**src/rtl/dma_req_pkg.sv**
```systemverilog
package dma_req_pkg;

  // Per-channel strobes handed from the control module to the datapath.
  typedef struct packed {
    logic setFlag;    // store a detected falling edge
    logic clrFlag;    // drop the stored edge
    logic fire;       // issue an accept strobe next cycle
    logic invAccept;  // accept strobe is active-low
    logic ackOn;      // drive the transfer acknowledge this cycle
  } chanStrobe_t;

endpackage

```
**src/rtl/dma_req_ctrl.sv**
```systemverilog
module dma_req_ctrl
  import dma_req_pkg::*;
#(
  parameter int NCH    = 4,
  parameter int CFG_CH = 2
) (
  input  logic                    clk,
  input  logic                    rstN,
  input  logic [NCH-1:0]          detEdge,
  input  logic [NCH-1:0]          acceptLow,
  input  logic [NCH-1:0]          ackOnWrite,
  input  logic                    allChanCfg,
  input  logic [NCH-1:0]          singleAddr,
  input  logic [NCH-1:0]          busActive,
  input  logic [NCH-1:0]          phaseWrite,
  input  logic [NCH-1:0]          grant,
  input  logic [NCH-1:0]          reqLow,
  input  logic [NCH-1:0]          reqFall,
  input  logic [NCH-1:0]          edgeFlag,
  output chanStrobe_t [NCH-1:0]   strobes,
  output logic [NCH-1:0]          pending
);

  logic [NCH-1:0] honorVec;
  logic [NCH-1:0] edgeEffVec;
  logic [NCH-1:0] polEffVec;
  logic [NCH-1:0] ackWrEffVec;

  // Lower channels always obey their bits; upper ones only in extended mode.
  for (genvar c = 0; c < NCH; c++) begin : gHonor
    if (c < CFG_CH) begin : gAlways
      assign honorVec[c] = 1'b1;
    end else begin : gByMode
      assign honorVec[c] = allChanCfg;
    end
  end

  assign edgeEffVec  = detEdge    & honorVec;
  assign polEffVec   = acceptLow  & honorVec;
  assign ackWrEffVec = ackOnWrite & honorVec;

  always_comb begin
    for (int c = 0; c < NCH; c++) begin
      pending[c]           = edgeEffVec[c] ? edgeFlag[c] : reqLow[c];
      strobes[c].fire      = grant[c] & pending[c];
      strobes[c].setFlag   = edgeEffVec[c] & reqFall[c];
      strobes[c].clrFlag   = strobes[c].fire | ~edgeEffVec[c];
      strobes[c].invAccept = polEffVec[c];
      strobes[c].ackOn     = busActive[c] &
                             (singleAddr[c] | (phaseWrite[c] == ackWrEffVec[c]));
    end
  end

  for (genvar c = 0; c < NCH; c++) begin : gChk
    // the stored flag only rises after a synchronised falling edge in edge mode
    a_r3_flag_from_fall: assert property (@(posedge clk) disable iff (!rstN)
      $rose(edgeFlag[c]) |-> $past(reqFall[c] & edgeEffVec[c]));

    // an edge seen in edge mode is never lost
    a_r4_edge_not_lost: assert property (@(posedge clk) disable iff (!rstN)
      $past(edgeEffVec[c] & reqFall[c]) |-> edgeFlag[c]);

    // an edge-mode request only goes away through an accept
    a_r4_drop_by_accept: assert property (@(posedge clk) disable iff (!rstN)
      (edgeEffVec[c] && $past(edgeEffVec[c]) && $fell(pending[c]))
        |-> $past(grant[c] & pending[c]));
  end

endmodule

```
**src/rtl/dma_req_path.sv**
```systemverilog
module dma_req_path
  import dma_req_pkg::*;
#(
  parameter int NCH         = 4,
  parameter int SYNC_STAGES = 2
) (
  input  logic                    clk,
  input  logic                    rstN,
  input  logic [NCH-1:0]          reqInN,
  input  chanStrobe_t [NCH-1:0]   strobes,
  output logic [NCH-1:0]          reqLow,
  output logic [NCH-1:0]          reqFall,
  output logic [NCH-1:0]          edgeFlag,
  output logic [NCH-1:0]          acceptOut,
  output logic [NCH-1:0]          ackOutN
);

  localparam int CHAIN_W = SYNC_STAGES + 1;

  logic [NCH-1:0] acceptQ;

  for (genvar c = 0; c < NCH; c++) begin : gLane
    // Synchroniser stages followed by one extra stage holding the previous sample.
    logic [CHAIN_W-1:0] chain;

    always_ff @(posedge clk or negedge rstN) begin
      if (!rstN) begin
        chain <= '1;
      end else begin
        chain <= {chain[CHAIN_W-2:0], reqInN[c]};
      end
    end

    assign reqLow[c]  = ~chain[SYNC_STAGES-1];
    assign reqFall[c] = chain[SYNC_STAGES] & ~chain[SYNC_STAGES-1];

    // Stored edge: a new edge wins over a clear at the same edge.
    always_ff @(posedge clk or negedge rstN) begin
      if (!rstN) begin
        edgeFlag[c] <= 1'b0;
      end else if (strobes[c].setFlag) begin
        edgeFlag[c] <= 1'b1;
      end else if (strobes[c].clrFlag) begin
        edgeFlag[c] <= 1'b0;
      end
    end

    always_ff @(posedge clk or negedge rstN) begin
      if (!rstN) begin
        acceptQ[c] <= 1'b0;
      end else begin
        acceptQ[c] <= strobes[c].fire;
      end
    end

    assign acceptOut[c] = acceptQ[c] ^ strobes[c].invAccept;
    assign ackOutN[c]   = ~strobes[c].ackOn;
  end

endmodule

```
**src/rtl/dma_req_front.sv**
```systemverilog
module dma_req_front
  import dma_req_pkg::*;
#(
  parameter int NCH         = 4,
  parameter int CFG_CH      = 2,
  parameter int SYNC_STAGES = 2
) (
  input  logic           clk,
  input  logic           rstN,
  input  logic [NCH-1:0] reqInN,
  input  logic [NCH-1:0] detEdge,
  input  logic [NCH-1:0] acceptLow,
  input  logic [NCH-1:0] ackOnWrite,
  input  logic           allChanCfg,
  input  logic [NCH-1:0] singleAddr,
  input  logic [NCH-1:0] busActive,
  input  logic [NCH-1:0] phaseWrite,
  input  logic [NCH-1:0] grant,
  output logic [NCH-1:0] pending,
  output logic [NCH-1:0] acceptOut,
  output logic [NCH-1:0] ackOutN
);

  chanStrobe_t [NCH-1:0] strobes;
  logic [NCH-1:0] reqLow;
  logic [NCH-1:0] reqFall;
  logic [NCH-1:0] edgeFlag;

  dma_req_ctrl #(.NCH(NCH), .CFG_CH(CFG_CH)) uCtrl (
    .clk        (clk),
    .rstN       (rstN),
    .detEdge    (detEdge),
    .acceptLow  (acceptLow),
    .ackOnWrite (ackOnWrite),
    .allChanCfg (allChanCfg),
    .singleAddr (singleAddr),
    .busActive  (busActive),
    .phaseWrite (phaseWrite),
    .grant      (grant),
    .reqLow     (reqLow),
    .reqFall    (reqFall),
    .edgeFlag   (edgeFlag),
    .strobes    (strobes),
    .pending    (pending)
  );

  dma_req_path #(.NCH(NCH), .SYNC_STAGES(SYNC_STAGES)) uPath (
    .clk       (clk),
    .rstN      (rstN),
    .reqInN    (reqInN),
    .strobes   (strobes),
    .reqLow    (reqLow),
    .reqFall   (reqFall),
    .edgeFlag  (edgeFlag),
    .acceptOut (acceptOut),
    .ackOutN   (ackOutN)
  );

  for (genvar c = 0; c < NCH; c++) begin : gPortChk
    // no acknowledge without a running transfer
    a_r7_ack_idle: assert property (@(posedge clk) disable iff (!rstN)
      !busActive[c] |-> ackOutN[c]);

    // single-address transfers always get the acknowledge
    a_r8_single_ack: assert property (@(posedge clk) disable iff (!rstN)
      (busActive[c] && singleAddr[c]) |-> !ackOutN[c]);

    if (c < CFG_CH) begin : gCfgChan
      // an active accept only follows a granted pending request
      a_r5_accept_after_grant: assert property (@(posedge clk) disable iff (!rstN)
        (acceptOut[c] != acceptLow[c]) |-> $past(grant[c] & pending[c]));

      // without a grant of a pending request the strobe rests at its idle level
      a_r6_idle_level: assert property (@(posedge clk) disable iff (!rstN)
        !$past(grant[c] & pending[c]) |-> (acceptOut[c] == acceptLow[c]));
    end else begin : gDefChan
      // upper channels in normal mode acknowledge in the read phase
      a_r9_default_place: assert property (@(posedge clk) disable iff (!rstN)
        (!allChanCfg && busActive[c] && !singleAddr[c]) |-> (ackOutN[c] == phaseWrite[c]));
    end
  end

endmodule

```
**config.mk**
```make
export PLATFORM = sky130hd
export DESIGN_NAME = dma_req_front
export DESIGN_NICKNAME = d
export VERILOG_FILES = /design/src/rtl/dma_req_pkg.sv /design/src/rtl/dma_req_ctrl.sv /design/src/rtl/dma_req_path.sv /design/src/rtl/dma_req_front.sv
export SDC_FILE = /design/constraint.sdc
export NUM_CORES = 1
export LEC_CHECK = 0
export ABC_AREA = 1
export BUFFER_PORTS_ARGS = -buffer_cell sky130_fd_sc_hd__buf_2
export CAP_MARGIN = 15
export CORE_MARGIN = 3
export CORE_UTILIZATION = 35
export CTS_CLUSTER_DIAMETER = 50
export CTS_CLUSTER_SIZE = 8
export DETAILED_ROUTE_END_ITERATION = 10
export PLACE_DENSITY = 0.75
export SYNTH_ARGS = -nofsm -noshare
export SYNTH_HDL_FRONTEND = slang
export SYNTH_SLANG_ARGS = --single-unit
```
**constraint.sdc**
```tcl
create_clock -name clk -period 0.8 [get_ports clk]
set_input_delay 0.04 -clock clk [delete_from_list [all_inputs] [get_ports clk]]
set_output_delay 0.04 -clock clk [all_outputs]
set_load 0.01 [all_outputs]
```
==> Flow_metrics.wiki <==
{| class="wikitable"
! Metric !! Value
|-
| TritonCTS clock tree || done
|-
| DRT Pass-1 Iters || 4
|-
| Static leakage || 0.733 nW
|-
| Number of instances in the synthesized netlist || 87
|-
| Final period util || 151%
|-
| Die Span Y || approximately 56 um
|-
| Critical path class || flop to output port
|-
| Yosys warning count || 0
|-
| H-tree depth || 1
|-
| Sequential-to-total area share from yosys stat || 59.8%
|-
| Number of standard-cell rows in the floorplan || 17
|-
| Final global-route overflow total || 0
|-
| FFs w/ async S/R, synth || 100%
|-
| Nature of the critical path endpoint || output port
|-
| Top post-synthesis cells by area || dfstp_2 (37%), dfrtp_1 (23%), nand2_1 (10%)
|-
| Layout cell share with drive strength beyond 1 || about 55%
|-
| Final Worst Setup Slack || -0.408 ns
|-
| Initial core utilization || ~38%
|-
| Pin count of the biggest net entering global routing || 21
|-
| Final Setup Violations || 16
|-
| Number of buffers on the longest clock path || 2
|-
| Ant diodes || 0
|-
| Count of flip-flops with a built-in enable after synthesis || 0
|-
| Largest family of logic cells by synthesized area || simple AND/OR/NAND/NOR gates
|-
| Share of Yosys cell area claimed by the top area cell type || a little over a third
|-
| Final wirelength || 1830 um
|-
| Actual transition at the worst max-transition pin || slightly above 0.4 ns
|-
| Final weighted congestion in routability-driven placement || between 0.7 and 0.8
|-
| Number of filler instances in the final layout || around 200
|-
| Antenna violations before repair || 0
|-
| Starting DRT DRC Count || 14
|-
| Cell area after technology mapping || 862 um2
|-
| Worst Path Max Fanout || 2
|-
| Top_reg_cell synth || dfstp_2
|-
| Floorplan die width || 55.6 um
|-
| Standard cell area after detailed placement || between 0.001 and 0.0015 mm2
|-
| Clock-pin transition on the worst setup and hold timing paths || approximately 0.10 ns
|-
| Post-detailed-route DRC marker count || 0
|-
| Detail-routed via count per cell || approximately 4.5
|-
| First-pass GRT wire length || between 3000 and 4000 um
|-
| Layout Area Growth over Synthesis || 57.6%
|-
| Final setup TNS || -3.26 ns
|-
| Total power || a little over 2 mW
|-
| Crit path required time || 0.76 ns
|-
| Vias in the first global route || between 800 and 900
|-
| RSZ-0062 raised after global routing || yes
|-
| Core Region || about 0.0023 mm2
|-
| Post-synthesis mux area share || 0%
|-
| Critical path startpoint category || flop
|-
| Max-slew violation count || 0
|-
| Simple-Gate Fraction of Synth Area || 23.8%
|-
| Top cells by instance count after synthesis || nand2_1 (24), inv_1 (13), dfstp_2 (12)
|-
| Aggregate global-route resource usage || around 12%
|-
| Final Net Count || about 190
|-
| Number of violations of the max-capacitance limit || 0
|-
| Adder and majority gate portion of the synthesized area || 0%
|-
| Hold Path Class || input pin to flop
|-
| WP data arrival || about 1.2 ns
|-
| Worst Skew || around 0.00065 ns
|-
| Most common cell in the synthesized netlist || nand2_1
|-
| Routed len/inst || between 10 and 15 um
|-
| Max-slew headroom || 72.7%
|-
| Violated checks || setup timing
|-
| Vias post-DR || approximately 800
|-
| Worst-case vdd ir drop || approximately 1.4 mV
|-
| Result of the run || finished with violations
|-
| Peak clock frequency supported by timing || 828 MHz
|-
| Time the worst path needs with I/O delays and setup || approximately 1.2 ns
|-
| CTS root buf || clkbuf_4
|-
| Final design area excluding fillers || between 0.001 and 0.0015 mm2
|-
| CTS sink cnt || 20
|-
| Largest area contributor in the netlist || dfstp_2
|-
| Clock latency at the later pin of the worst-skew pair || between 0.2 and 0.3 ns
|-
| Power per cell area || 1530 mW/mm2
|-
| Number of placed I/O pins || 47
|-
| Library cells used by synthesis || 18
|-
| Number of clock buffers inserted by TritonCTS || 3
|-
| Hold violation total from the final report || 0
|-
| Post-synthesis sequential element count || 20
|-
| Final HPWL from detailed placement || about 1200 um
|-
| Net count after synthesis || 122
|-
| Xor and xnor fraction of the mapped netlist area || ~4%
|-
| Overall die area || 0.00309 mm2
|-
| Final antenna-violating net count || 0
|-
| Fraction of the mapped netlist area in compound gates || under 10%
|-
| Synthesized area per cell || slightly below 10 um2
|-
| IO Port Bufs || 46
|}
-- power by group --
part | switching [mW] | total (mW) | leakage (nW) | internal [mW]
registers | 0.0218 | 1.11 | 0.233 | 1.09
logic | 0.180 | 0.397 | 0.479 | 0.217
clock network | 0.293 | 0.571 | 0.0210 | 0.278
-- worst paths after layout --
kind / start / end / slack, ns / depth (start not counted)
setup / recovery: uPath.gLane[1].chain[1] / pending[1] / -0.41 / 3
hold / removal: detEdge[1] / uPath.edgeFlag[1] / 0.02 / 3
setup reg to reg: uPath.gLane[0].chain[1] / uPath.acceptQ[0] / -0.28 / 4
hold reg to reg: uPath.gLane[3].chain[0] / uPath.gLane[3].chain[1] / 0.36 / 0
max in group asynchronous: rstN / uPath.gLane[1].chain[2] / 0.29 / 2
min in group asynchronous: rstN / uPath.edgeFlag[0] / 0.18 / 2
-- routing by layer --
layer | track usage (%) | share of wire, %
met1 | 13.7 | 38
met2 | 21.8 | 47
met3 | 3.94 | 13
met4 | 5.21 | 1.7
met5 | 0 | 0
-- kinds of logic after synthesis --
kind of cell              count (synthesis)
xor gates and xnor gates                  4
DFF                                      20
AOI/OAI and AO/OA                         6
and+or+nand+nor                          42
buffers and inverters                    15
-- what timing repair did --
| item | 4_1_cts | 5_1_grt |
|---|---|---|
| endpoints found under the setup margin | 16 | 16 |
| setup buffers | 4 | 6 |
| hold buffers | 10 | 0 |
| resized for setup | 8 | 5 |
| pin swaps | 8 | 6 |
| endpoints found under the hold margin | 31 | 0 |
| cloned | 0 | 0 |
-- state kept, by name, summed over array words and instances, names as in the netlist --
signal             cells
uPath.edgeFlag         4
uPath.acceptQ          4
uPath.gLane.chain     12
-- cell type report --
cell class                      instances  area, um2  share of cell area, %
Timing Repair Buffer                   65        415                   30.6
Sequential cell                        20        515                   37.9
Inverter                               14       52.6                   3.87
Tap cell                               28       35.0                   2.58
Multi-Input combinational cell         52        304                   22.4
Clock buffer                            4       36.3                   2.67
-- layout by cell type, fill, tap and decap left out --
cell type      netlist  layout
a21boi_1             1       1
a21boi_2             1       1
a21oi_2              1       2
buf_2                0      45
buf_4                0       6
buf_6                1       4
clkbuf_4             0       3
clkbuf_8             0       1
dfrtp_1              8       8
dfstp_2             12      12
dlygate4sd3_1        0      10
inv_1               13      11
inv_2                1       3
nand2_1             24      21
nand2_2              2       5
nand3_1              8       6
nand3_2              2       4
nand3b_1             4       4
o21ai_0              2       1
o21ai_1              0       1
or2_1                2       2
xnor2_1              2       2
xor2_1               2       2
-- worst max-delay path: stages, from the launching register on --
cell and delay, ns:
dfstp_2 0.55, or2_1 0.13, nand2_1 0.06, buf_2 0.13
-- through the flow --
step	cells	setup slack (ns)	utilization, %	hold WS [ns]
2_1_floorplan	87	0.0106	-	-0.256
3_3_place_gp	160	-0.0568	49.0	-0.00515
3_5_place_dp	160	-0.0807	49.0	-0.00302
4_1_cts	178	-0.394	57.2	0.000516
5_1_grt	183	-0.467	59.7	0.0116
6_report	183	-0.408	59.7	0.0214
(Power assumes the default switching activity.)
